--- src/rtl/dslope_pkg.sv ---
package dslope_pkg;
  typedef enum logic [2:0] {
    PH_IDLE,
    PH_AZERO,
    PH_ARM,
    PH_INTEG,
    PH_DEINT
  } phase_e;
endpackage

--- src/rtl/dslope_az_timer.sv ---
module dslope_az_timer #(
  parameter int CYCLES = 16
) (
  input  logic clk_i,
  input  logic rst_ni,
  input  logic run_i,
  output logic tc_o
);
  localparam int TW = (CYCLES > 1) ? $clog2(CYCLES) : 1;
  localparam logic [TW-1:0] LAST = TW'(CYCLES - 1);

  logic [TW-1:0] cnt_q;

  always_ff @(posedge clk_i or negedge rst_ni) begin
    if (!rst_ni)     cnt_q <= '0;
    else if (!run_i) cnt_q <= '0;
    else             cnt_q <= cnt_q + 1'b1;
  end

  assign tc_o = run_i && (cnt_q == LAST);
endmodule

--- src/rtl/dslope_phase_cnt.sv ---
module dslope_phase_cnt #(
  parameter int W = 8
) (
  input  logic         clk_i,
  input  logic         rst_ni,
  input  logic         clr_i,
  input  logic         en_i,
  output logic [W-1:0] cnt_o,
  output logic         wrap_o
);
  logic [W-1:0] cnt_q;

  always_ff @(posedge clk_i or negedge rst_ni) begin
    if (!rst_ni)    cnt_q <= '0;
    else if (clr_i) cnt_q <= '0;
    else if (en_i)  cnt_q <= cnt_q + 1'b1;
  end

  assign cnt_o  = cnt_q;
  // next increment rolls all ones back to zero
  assign wrap_o = en_i && (&cnt_q);
endmodule

--- src/rtl/dslope_fsm.sv ---
module dslope_fsm
  import dslope_pkg::*;
#(
  parameter int W = 8
) (
  input  logic         clk_i,
  input  logic         rst_ni,
  input  logic         start_i,
  input  logic         nz_i,
  input  logic         az_tc_i,
  input  logic         wrap_i,
  input  logic [W-1:0] cnt_i,
  output phase_e       phase_o,
  output logic         cnt_clr_o,
  output logic         cnt_en_o,
  output logic [W-1:0] result_o,
  output logic         ovr_o,
  output logic         done_o
);
  phase_e       ph_q;
  logic         wrapped_q;
  logic [W-1:0] res_q;
  logic         ovr_q;
  logic         done_q;

  assign cnt_clr_o = (ph_q == PH_IDLE) || (ph_q == PH_ARM);
  assign cnt_en_o  = (ph_q == PH_INTEG) ||
                     ((ph_q == PH_DEINT) && nz_i && !wrapped_q);

  always_ff @(posedge clk_i or negedge rst_ni) begin
    if (!rst_ni) begin
      ph_q      <= PH_IDLE;
      wrapped_q <= 1'b0;
      res_q     <= '0;
      ovr_q     <= 1'b0;
      done_q    <= 1'b0;
    end else begin
      done_q <= 1'b0;
      case (ph_q)
        PH_IDLE: begin
          wrapped_q <= 1'b0;
          if (start_i) ph_q <= PH_AZERO;
        end
        PH_AZERO: if (az_tc_i) ph_q <= PH_ARM;
        PH_ARM:   if (nz_i) ph_q <= PH_INTEG;
        PH_INTEG: if (wrap_i) ph_q <= PH_DEINT;
        PH_DEINT: begin
          if (!nz_i) begin
            res_q  <= cnt_i;
            ovr_q  <= 1'b0;
            done_q <= 1'b1;
            ph_q   <= PH_IDLE;
          end else if (wrapped_q) begin
            // still not rezeroed after second wrap
            res_q  <= '1;
            ovr_q  <= 1'b1;
            done_q <= 1'b1;
            ph_q   <= PH_IDLE;
          end else if (wrap_i) begin
            wrapped_q <= 1'b1;
          end
        end
        default: ph_q <= PH_IDLE;
      endcase
    end
  end

  assign phase_o  = ph_q;
  assign result_o = res_q;
  assign ovr_o    = ovr_q;
  assign done_o   = done_q;
endmodule

--- src/rtl/dslope_seq.sv ---
module dslope_seq
  import dslope_pkg::*;
#(
  parameter int CNT_W     = 8,
  parameter int AZ_CYCLES = 16
) (
  input  logic             clk_i,
  input  logic             rst_ni,
  input  logic             start_i,
  input  logic             integ_nz_i,
  output logic             autozero_o,
  output logic             sel_ref_o,
  output logic             busy_o,
  output logic             done_o,
  output logic [CNT_W-1:0] result_o,
  output logic             ovr_o
);
  phase_e           phase;
  logic             az_tc;
  logic             cnt_clr;
  logic             cnt_en;
  logic             cnt_wrap;
  logic [CNT_W-1:0] cnt;

  dslope_az_timer #(.CYCLES(AZ_CYCLES)) u_az (
    .clk_i  (clk_i),
    .rst_ni (rst_ni),
    .run_i  (phase == PH_AZERO),
    .tc_o   (az_tc)
  );

  dslope_phase_cnt #(.W(CNT_W)) u_cnt (
    .clk_i  (clk_i),
    .rst_ni (rst_ni),
    .clr_i  (cnt_clr),
    .en_i   (cnt_en),
    .cnt_o  (cnt),
    .wrap_o (cnt_wrap)
  );

  dslope_fsm #(.W(CNT_W)) u_fsm (
    .clk_i     (clk_i),
    .rst_ni    (rst_ni),
    .start_i   (start_i),
    .nz_i      (integ_nz_i),
    .az_tc_i   (az_tc),
    .wrap_i    (cnt_wrap),
    .cnt_i     (cnt),
    .phase_o   (phase),
    .cnt_clr_o (cnt_clr),
    .cnt_en_o  (cnt_en),
    .result_o  (result_o),
    .ovr_o     (ovr_o),
    .done_o    (done_o)
  );

  assign autozero_o = (phase == PH_AZERO);
  assign sel_ref_o  = (phase == PH_DEINT);
  assign busy_o     = (phase != PH_IDLE);
endmodule

--- config.mk ---
export PLATFORM = sky130hd
export DESIGN_NAME = dslope_seq
export DESIGN_NICKNAME = d
export VERILOG_FILES = /design/src/rtl/dslope_pkg.sv /design/src/rtl/dslope_az_timer.sv /design/src/rtl/dslope_phase_cnt.sv /design/src/rtl/dslope_fsm.sv /design/src/rtl/dslope_seq.sv
export SDC_FILE = /design/constraint.sdc
export NUM_CORES = 1
export LEC_CHECK = 0
export ABC_CLOCK_PERIOD_IN_PS = 2500
export BUFFER_PORTS_ARGS = -buffer_cell sky130_fd_sc_hd__buf_4
export CAP_MARGIN = 0
export CORE_MARGIN = 4
export CORE_UTILIZATION = 55
export CTS_BUF_LIST = sky130_fd_sc_hd__clkbuf_4 sky130_fd_sc_hd__clkbuf_8 sky130_fd_sc_hd__clkbuf_16
export CTS_CLUSTER_DIAMETER = 80
export DETAILED_ROUTE_END_ITERATION = 10
export PLACE_DENSITY_LB_ADDON = 0.2
export SETUP_SLACK_MARGIN = 0.3
export SYNTH_ARGS = -nofsm -noshare
export SYNTH_HDL_FRONTEND = slang
export SYNTH_SLANG_ARGS = --single-unit
--- constraint.sdc ---
create_clock -name clk_i -period 2.5 [get_ports clk_i]
set_clock_uncertainty 0.2 [all_clocks]
set_input_delay 0.125 -clock clk_i [delete_from_list [all_inputs] [get_ports clk_i]]
set_output_delay 0.125 -clock clk_i [all_outputs]
set_load 0.01 [all_outputs]
---- Word level (Yosys, flattened, before mapping) ----
Cells that the tools add are included.
storage, ports and cells
  output and inout bits ................... 13
  register bits after elaboration ......... 26
operators by class
  equality and inequality tests ........... 12
  multiplexer cells ....................... 21
  reduce and logical (&&, ||, !) cells .... 15
  add/sub/neg operators ................... 2
operators with widths
  operator             number
  $mux 8               4
  $mux 3               6
  $pmux 3 s5           1
  $ne 2x2->1 const B   5
  $add 8x1->8 const B  1
  $mux 1               8
  $reduce_and 8->1     1
  $eq 3x2->1 const B   2
  $reduce_and 5->1     1
  $add 4x1->4 const B  1
  $eq 4x4->1 const B   1
  $logic_and 1x1->1    4
  $mux 4               1
  $reduce_and 2->1     2
  $reduce_bool 2->1    2
  $eq 3x1->1 const B   1
  $eq 3x3->1 const B   1
  $logic_not 3->1      1
  $ne 3x2->1 const B   1
  $reduce_bool 3->1    1
  $logic_or 1x1->1     2
  $ne 2x1->1 const B   1
  $pmux 1 s2           1
  $logic_not 1->1      1

---- Logic depth before layout (Yosys ltp) ----
  word-level depth ........................ 9
  mapped depth ............................ 5
  gate-level depth less buffers ........... 5

---- Cells and area by module ----
A second synthesis with hierarchy kept.
second synthesis, totals
  cells, all modules ...................... 102
  area, all modules ....................... 1161.1 um^2
by module, submodules not included
  module            cells an instance  area each (um^2)  instances
  dslope_fsm        46                 561.8             1
  dslope_phase_cnt  39                 402.9             1
  dslope_az_timer   14                 175.2             1
  dslope_seq        3                  21.3              1

---- Least setup slack after synthesis ----
No wires, ideal clock.
  path type ............................... flip-flop to flip-flop
  start ................................... register u_fsm.ph_q[0], in the netlist u_fsm.phase_o[0]
  end ..................................... register u_cnt.cnt_q[7], in the netlist u_cnt.cnt_o[7]
  buffers on the path ..................... 1
  cell stages (with the launch flop) ...... 6
  slack ................................... 0.631 ns
  data required time ...................... 2.223 ns
  library setup time ...................... 0.077 ns
  data arrival time ....................... 1.591 ns
  cell sequence ........................... dfrtp_1 buf_2 nor3b_4 a21boi_2 or4_1 a21oi_1
between the ends
  cells in the longest elaborated chain, start to end .. 5
  elaborated cells between the ends (all ways) .. 10
  those cells by class .................... eq/ne: 3; mux: 1; reduce/logical: 6
ends and longest elaborated chain
  what                                line                    text
  start: declaration                  dslope_fsm.sv:20        phase_e ph_q;
  start signal: assignment            dslope_fsm.sv:32        ph_q <= PH_IDLE;
  start signal: assignment            dslope_fsm.sv:42        if (start_i) ph_q <= PH_AZERO;
  start signal: assignment            dslope_fsm.sv:44        PH_AZERO: if (az_tc_i) ph_q <= PH_ARM;
  $eq 3x3->1                          --
  named net sel_ref_o                 dslope_seq.sv:12        output logic sel_ref_o,
  $logic_and 1x1->1 (2 in series)     dslope_fsm.sv:28        ((ph_q == PH_DEINT) && nz_i && !wrapped_q);
  $logic_or 1x1->1                    dslope_fsm.sv:27        assign cnt_en_o = (ph_q == PH_INTEG) ||
  $reduce_bool 2->1 (no source line)  --
  end signal: assignment              dslope_phase_cnt.sv:16  else if (en_i) cnt_q <= cnt_q + 1'b1;
  end: declaration                    dslope_phase_cnt.sv:11  logic [W-1:0] cnt_q;
The timed path passes the listed nets, and every way through them passes these cells.
A chain may end at the register's enable or synchronous reset.

---- Worst setup path in the final report ----
  start ................................... register u_fsm.ph_q[0], in the netlist u_fsm.phase_o[0]
  end ..................................... register u_cnt.cnt_q[7], in the netlist u_cnt.cnt_o[7]
between the ends
  cells in the longest elaborated chain, start to end .. 5
  elaborated cells between the ends (all ways) .. 10
  those cells by class .................... eq/ne: 3; mux: 1; reduce/logical: 6
ends and longest elaborated chain
  what                                line
  $eq 3x3->1                          dslope_fsm.sv:28
  $logic_and 1x1->1 (2 in series)     dslope_fsm.sv:28
  $logic_or 1x1->1                    dslope_fsm.sv:27
  $reduce_bool 2->1 (no source line)  --
Several ways; a longest one is shown, not always the timed one.

==> results.md <==
- Worst-path clk slew: 0.14 ns
- FF+latch area: 651 um^2
- Core region area: 0.00200 mm^2
- PortBufs: 16
- Number of diodes: 0
- Pint: 718 uW
- Sequential fraction of design power: 0.523
- Max-Cap Viols: 0
- Pleak: 0.000654 uW
- Vias: 880
- Kind of critical path: reg2reg
- Syn Inst Count: 107
- Post-Route WL: 2.27 mm
- Synthesized Nets: 113
- Vias in the first global route: 850
- Synth area leader: dfrtp_1
- Worst Hold Class: in2async
- Largest cells by area after synthesis: dfrtp_1, o22a_1, nor2_1
- DRC: 0
- Final Slew Violations: 0
- Post-CTS Setup Repair Bufs: 0
- Net Switching: 381 uW
- Async SR Flop Fraction: 1.00
- CTS root buffer: clkbuf_4
- Clk sinks: 26
- Final setup violating endpoints: 0
- CTS H-tree depth: 1
- Top cell type's share of synthesized area: 0.550
- Sequential fraction of the synthesis area: 0.550
- RePlAce Congestion: 0.811
- DRT antenna net count: 0
- Initial antenna violation count: 0
- Worst Setup Start Kind: flop
- Clock Path Buffers: 2
- Global route total overflow: 0
- Placement Cell Area: 0.00132 mm^2
- Pin count of the biggest net entering global routing: 27
- Endpoints failing hold: 0
- Max IR drop VDD: 0.617 mV
- # nets final: 133
- Synth Area per Inst: 11.1 um^2
- Drt first pass iters: 4
- WP data required: 2.57 ns
- Finished Core Util: 0.694
- Total power: 1100 uW
- Drt wl/cell: 14.8 um
- Post-Syn Area: 0.00118 mm^2
- Clk pwr share: 0.194
- Share of cells above drive strength 1: 0.206
- Switching share of power: 0.347
- Worst slew pin tran: 0.485 ns
- Synth warn: 0
- CP Capture Type: flop
- Tcrit/Tclk final: 0.769
- Post-route cell area: 0.00139 mm^2
- I/O pin total: 17
- Die area: 0.00296 mm^2
- Status: finished, final reports clean
- GRT Util Overall: 0.187
- RSZ-0062 raised after global routing: no
- # fillers: 168
- Max Freq: 520 MHz
- #FFs+latches synth: 26
- Core Rows: 16
- Detail-routed via count per cell: 5.75
- Top FF cell, synth: dfrtp_1
- Initial DRC count: 20
- Combinational Power Share: 0.284
- Crit path max fanout: 10
- Post-synth EDFFs: 0
- PD cells: 792 mW/mm^2
- CTS tree: built
- Hpwl dp: 1.65 mm
- Cts bufs inserted: 3
- Die height: 54.4 um
- Initial Util: 0.591
- Minimum clock period: 1.92 ns
- Pre-CTS setup slack: 0.597 ns
- Final WS setup: 0.579 ns
- Worst-Skew Late Latency: 0.33 ns
- Rel. slew slack: 0.675
- Layout area overhead: 17.5%
- Die width: 54.4 um
- CP arrival: 1.99 ns
- Setup TNS: 0 ns
- First-pass GRT wire length: 3.88 mm
- Area of the multi-input gates: 495 um^2
- Unique masters post-synth: 36
[final timing paths]
kind	start	endpoint	slack, ns	cells past startpoint
min	rst_ni	u_cnt.cnt_o[0]	0.02	2
max reg2reg	u_fsm.phase_o[0]	u_cnt.cnt_o[7]	0.58	4
max in group asynchronous	rst_ni	u_cnt.cnt_o[5]	1.84	2
min in group clk_i	u_az.cnt_q[0]	u_az.cnt_q[0]	0.28	1
min reg2reg	u_az.cnt_q[0]	u_az.cnt_q[0]	0.28	1
max	u_fsm.phase_o[0]	u_cnt.cnt_o[7]	0.58	4
[synth_stat cells (all sizes together), types with 2 or more instances]
master  instances
a21oi           3
nand2b          2
inv             4
o22a            8
buf             2
ha              2
nor2b           2
mux2i           2
o31ai           3
o211ai          2
xnor2           2
and2            2
clkbuf          3
nand2           5
xor2            2
or2             3
nor2           11
nand3           4
dfrtp          26
o21ai           3
[worst max-delay path, cell delays in order, from the launching register on]
cell      delay, ns
dfrtp_1        0.51
nor3b_4        0.31
a21boi_2       0.19
or4_1          0.50
a21oi_1        0.15
[routing by layer]
layer,up-vias,share of wire,track usage,routed length (um)
met2,24,0.47,0.287,1060
li1,422,-,-,-
met3,6,0.051,0.0327,115
met1,428,0.46,0.257,1050
met5,-,0,0,0
met4,0,0.019,0.0871,44
[kinds of logic after synthesis]
family	after synthesis	synth area share
compound gates	27	0.172
xor+xnor	4	0.0296
fa+ha+maj	2	0.0212
simple gates	37	0.179
flops	26	0.550
buf+inv	9	0.0307
mux	2	0.0169
[what timing repair did]
item,in CTS,in global routing
hold buffers,3,0
hold endpoints to repair,28,0
gates resized for setup,0,0
endpoints found under the setup margin,0,0
[cells in the final DEF, fill, tap and decap left out]
master,synthesis,final
nand3b_1,1,1
nor2b_1,2,2
nand4b_1,1,1
o41ai_1,1,1
clkbuf_8,0,1
nor3_1,1,1
and2_1,2,2
a31o_1,1,1
a31oi_1,1,1
clkbuf_4,0,3
o21a_1,1,1
inv_1,4,4
o311ai_0,1,1
nand2b_1,2,2
and4b_1,1,1
a21oi_1,3,3
nand2_1,5,5
o22ai_1,1,1
a211o_1,1,1
dfrtp_1,26,26
o211ai_1,2,2
nand4bb_1,1,1
a21boi_2,1,1
nand4_1,1,1
o31ai_1,3,3
xnor2_1,2,2
nor2_1,11,11
nor3b_4,1,1
mux2i_1,2,2
ha_1,2,2
buf_4,0,17
o22a_1,8,8
xor2_1,2,2
or4_1,1,1
or2_2,3,3
dlygate4sd3_1,0,3
nand3_1,4,4
o21ai_0,3,3
[metrics by stage]
step | hold slack [ns] | std cells
final | 0.0181 | 153
after global routing | 0.0418 | 153
after CTS | 0.0197 | 153
after detailed placement | -0.151 | 146
after global placement | -0.154 | 146
after floorplan | -0.371 | 107
[cell type report]
class,instances,share of cell area
multi-input cells,72,0.357
repair buffers,20,0.114
inverters,4,0.0108
flip-flops and latches,26,0.468
clock buffers,4,0.0261
well taps,27,0.0243
[sequential cells by signal, summed over array words and instances (netlist names)]
signal / count
u_az.cnt_q: 4
u_cnt.cnt_o: 8
u_fsm.done_o: 1
u_fsm.ovr_o: 1
u_fsm.phase_o: 3
u_fsm.result_o: 8
u_fsm.wrapped_q: 1
[power by group through the flow]
stage	Combinational [uW]	Sequential (uW)	Clock, uW
floorplan	273	526	0
global placement	297	580	0
detailed placement	309	583	0
CTS	315	574	218
global route	358	588	233
finish	312	575	213
Power figures use the tool's default switching activity.
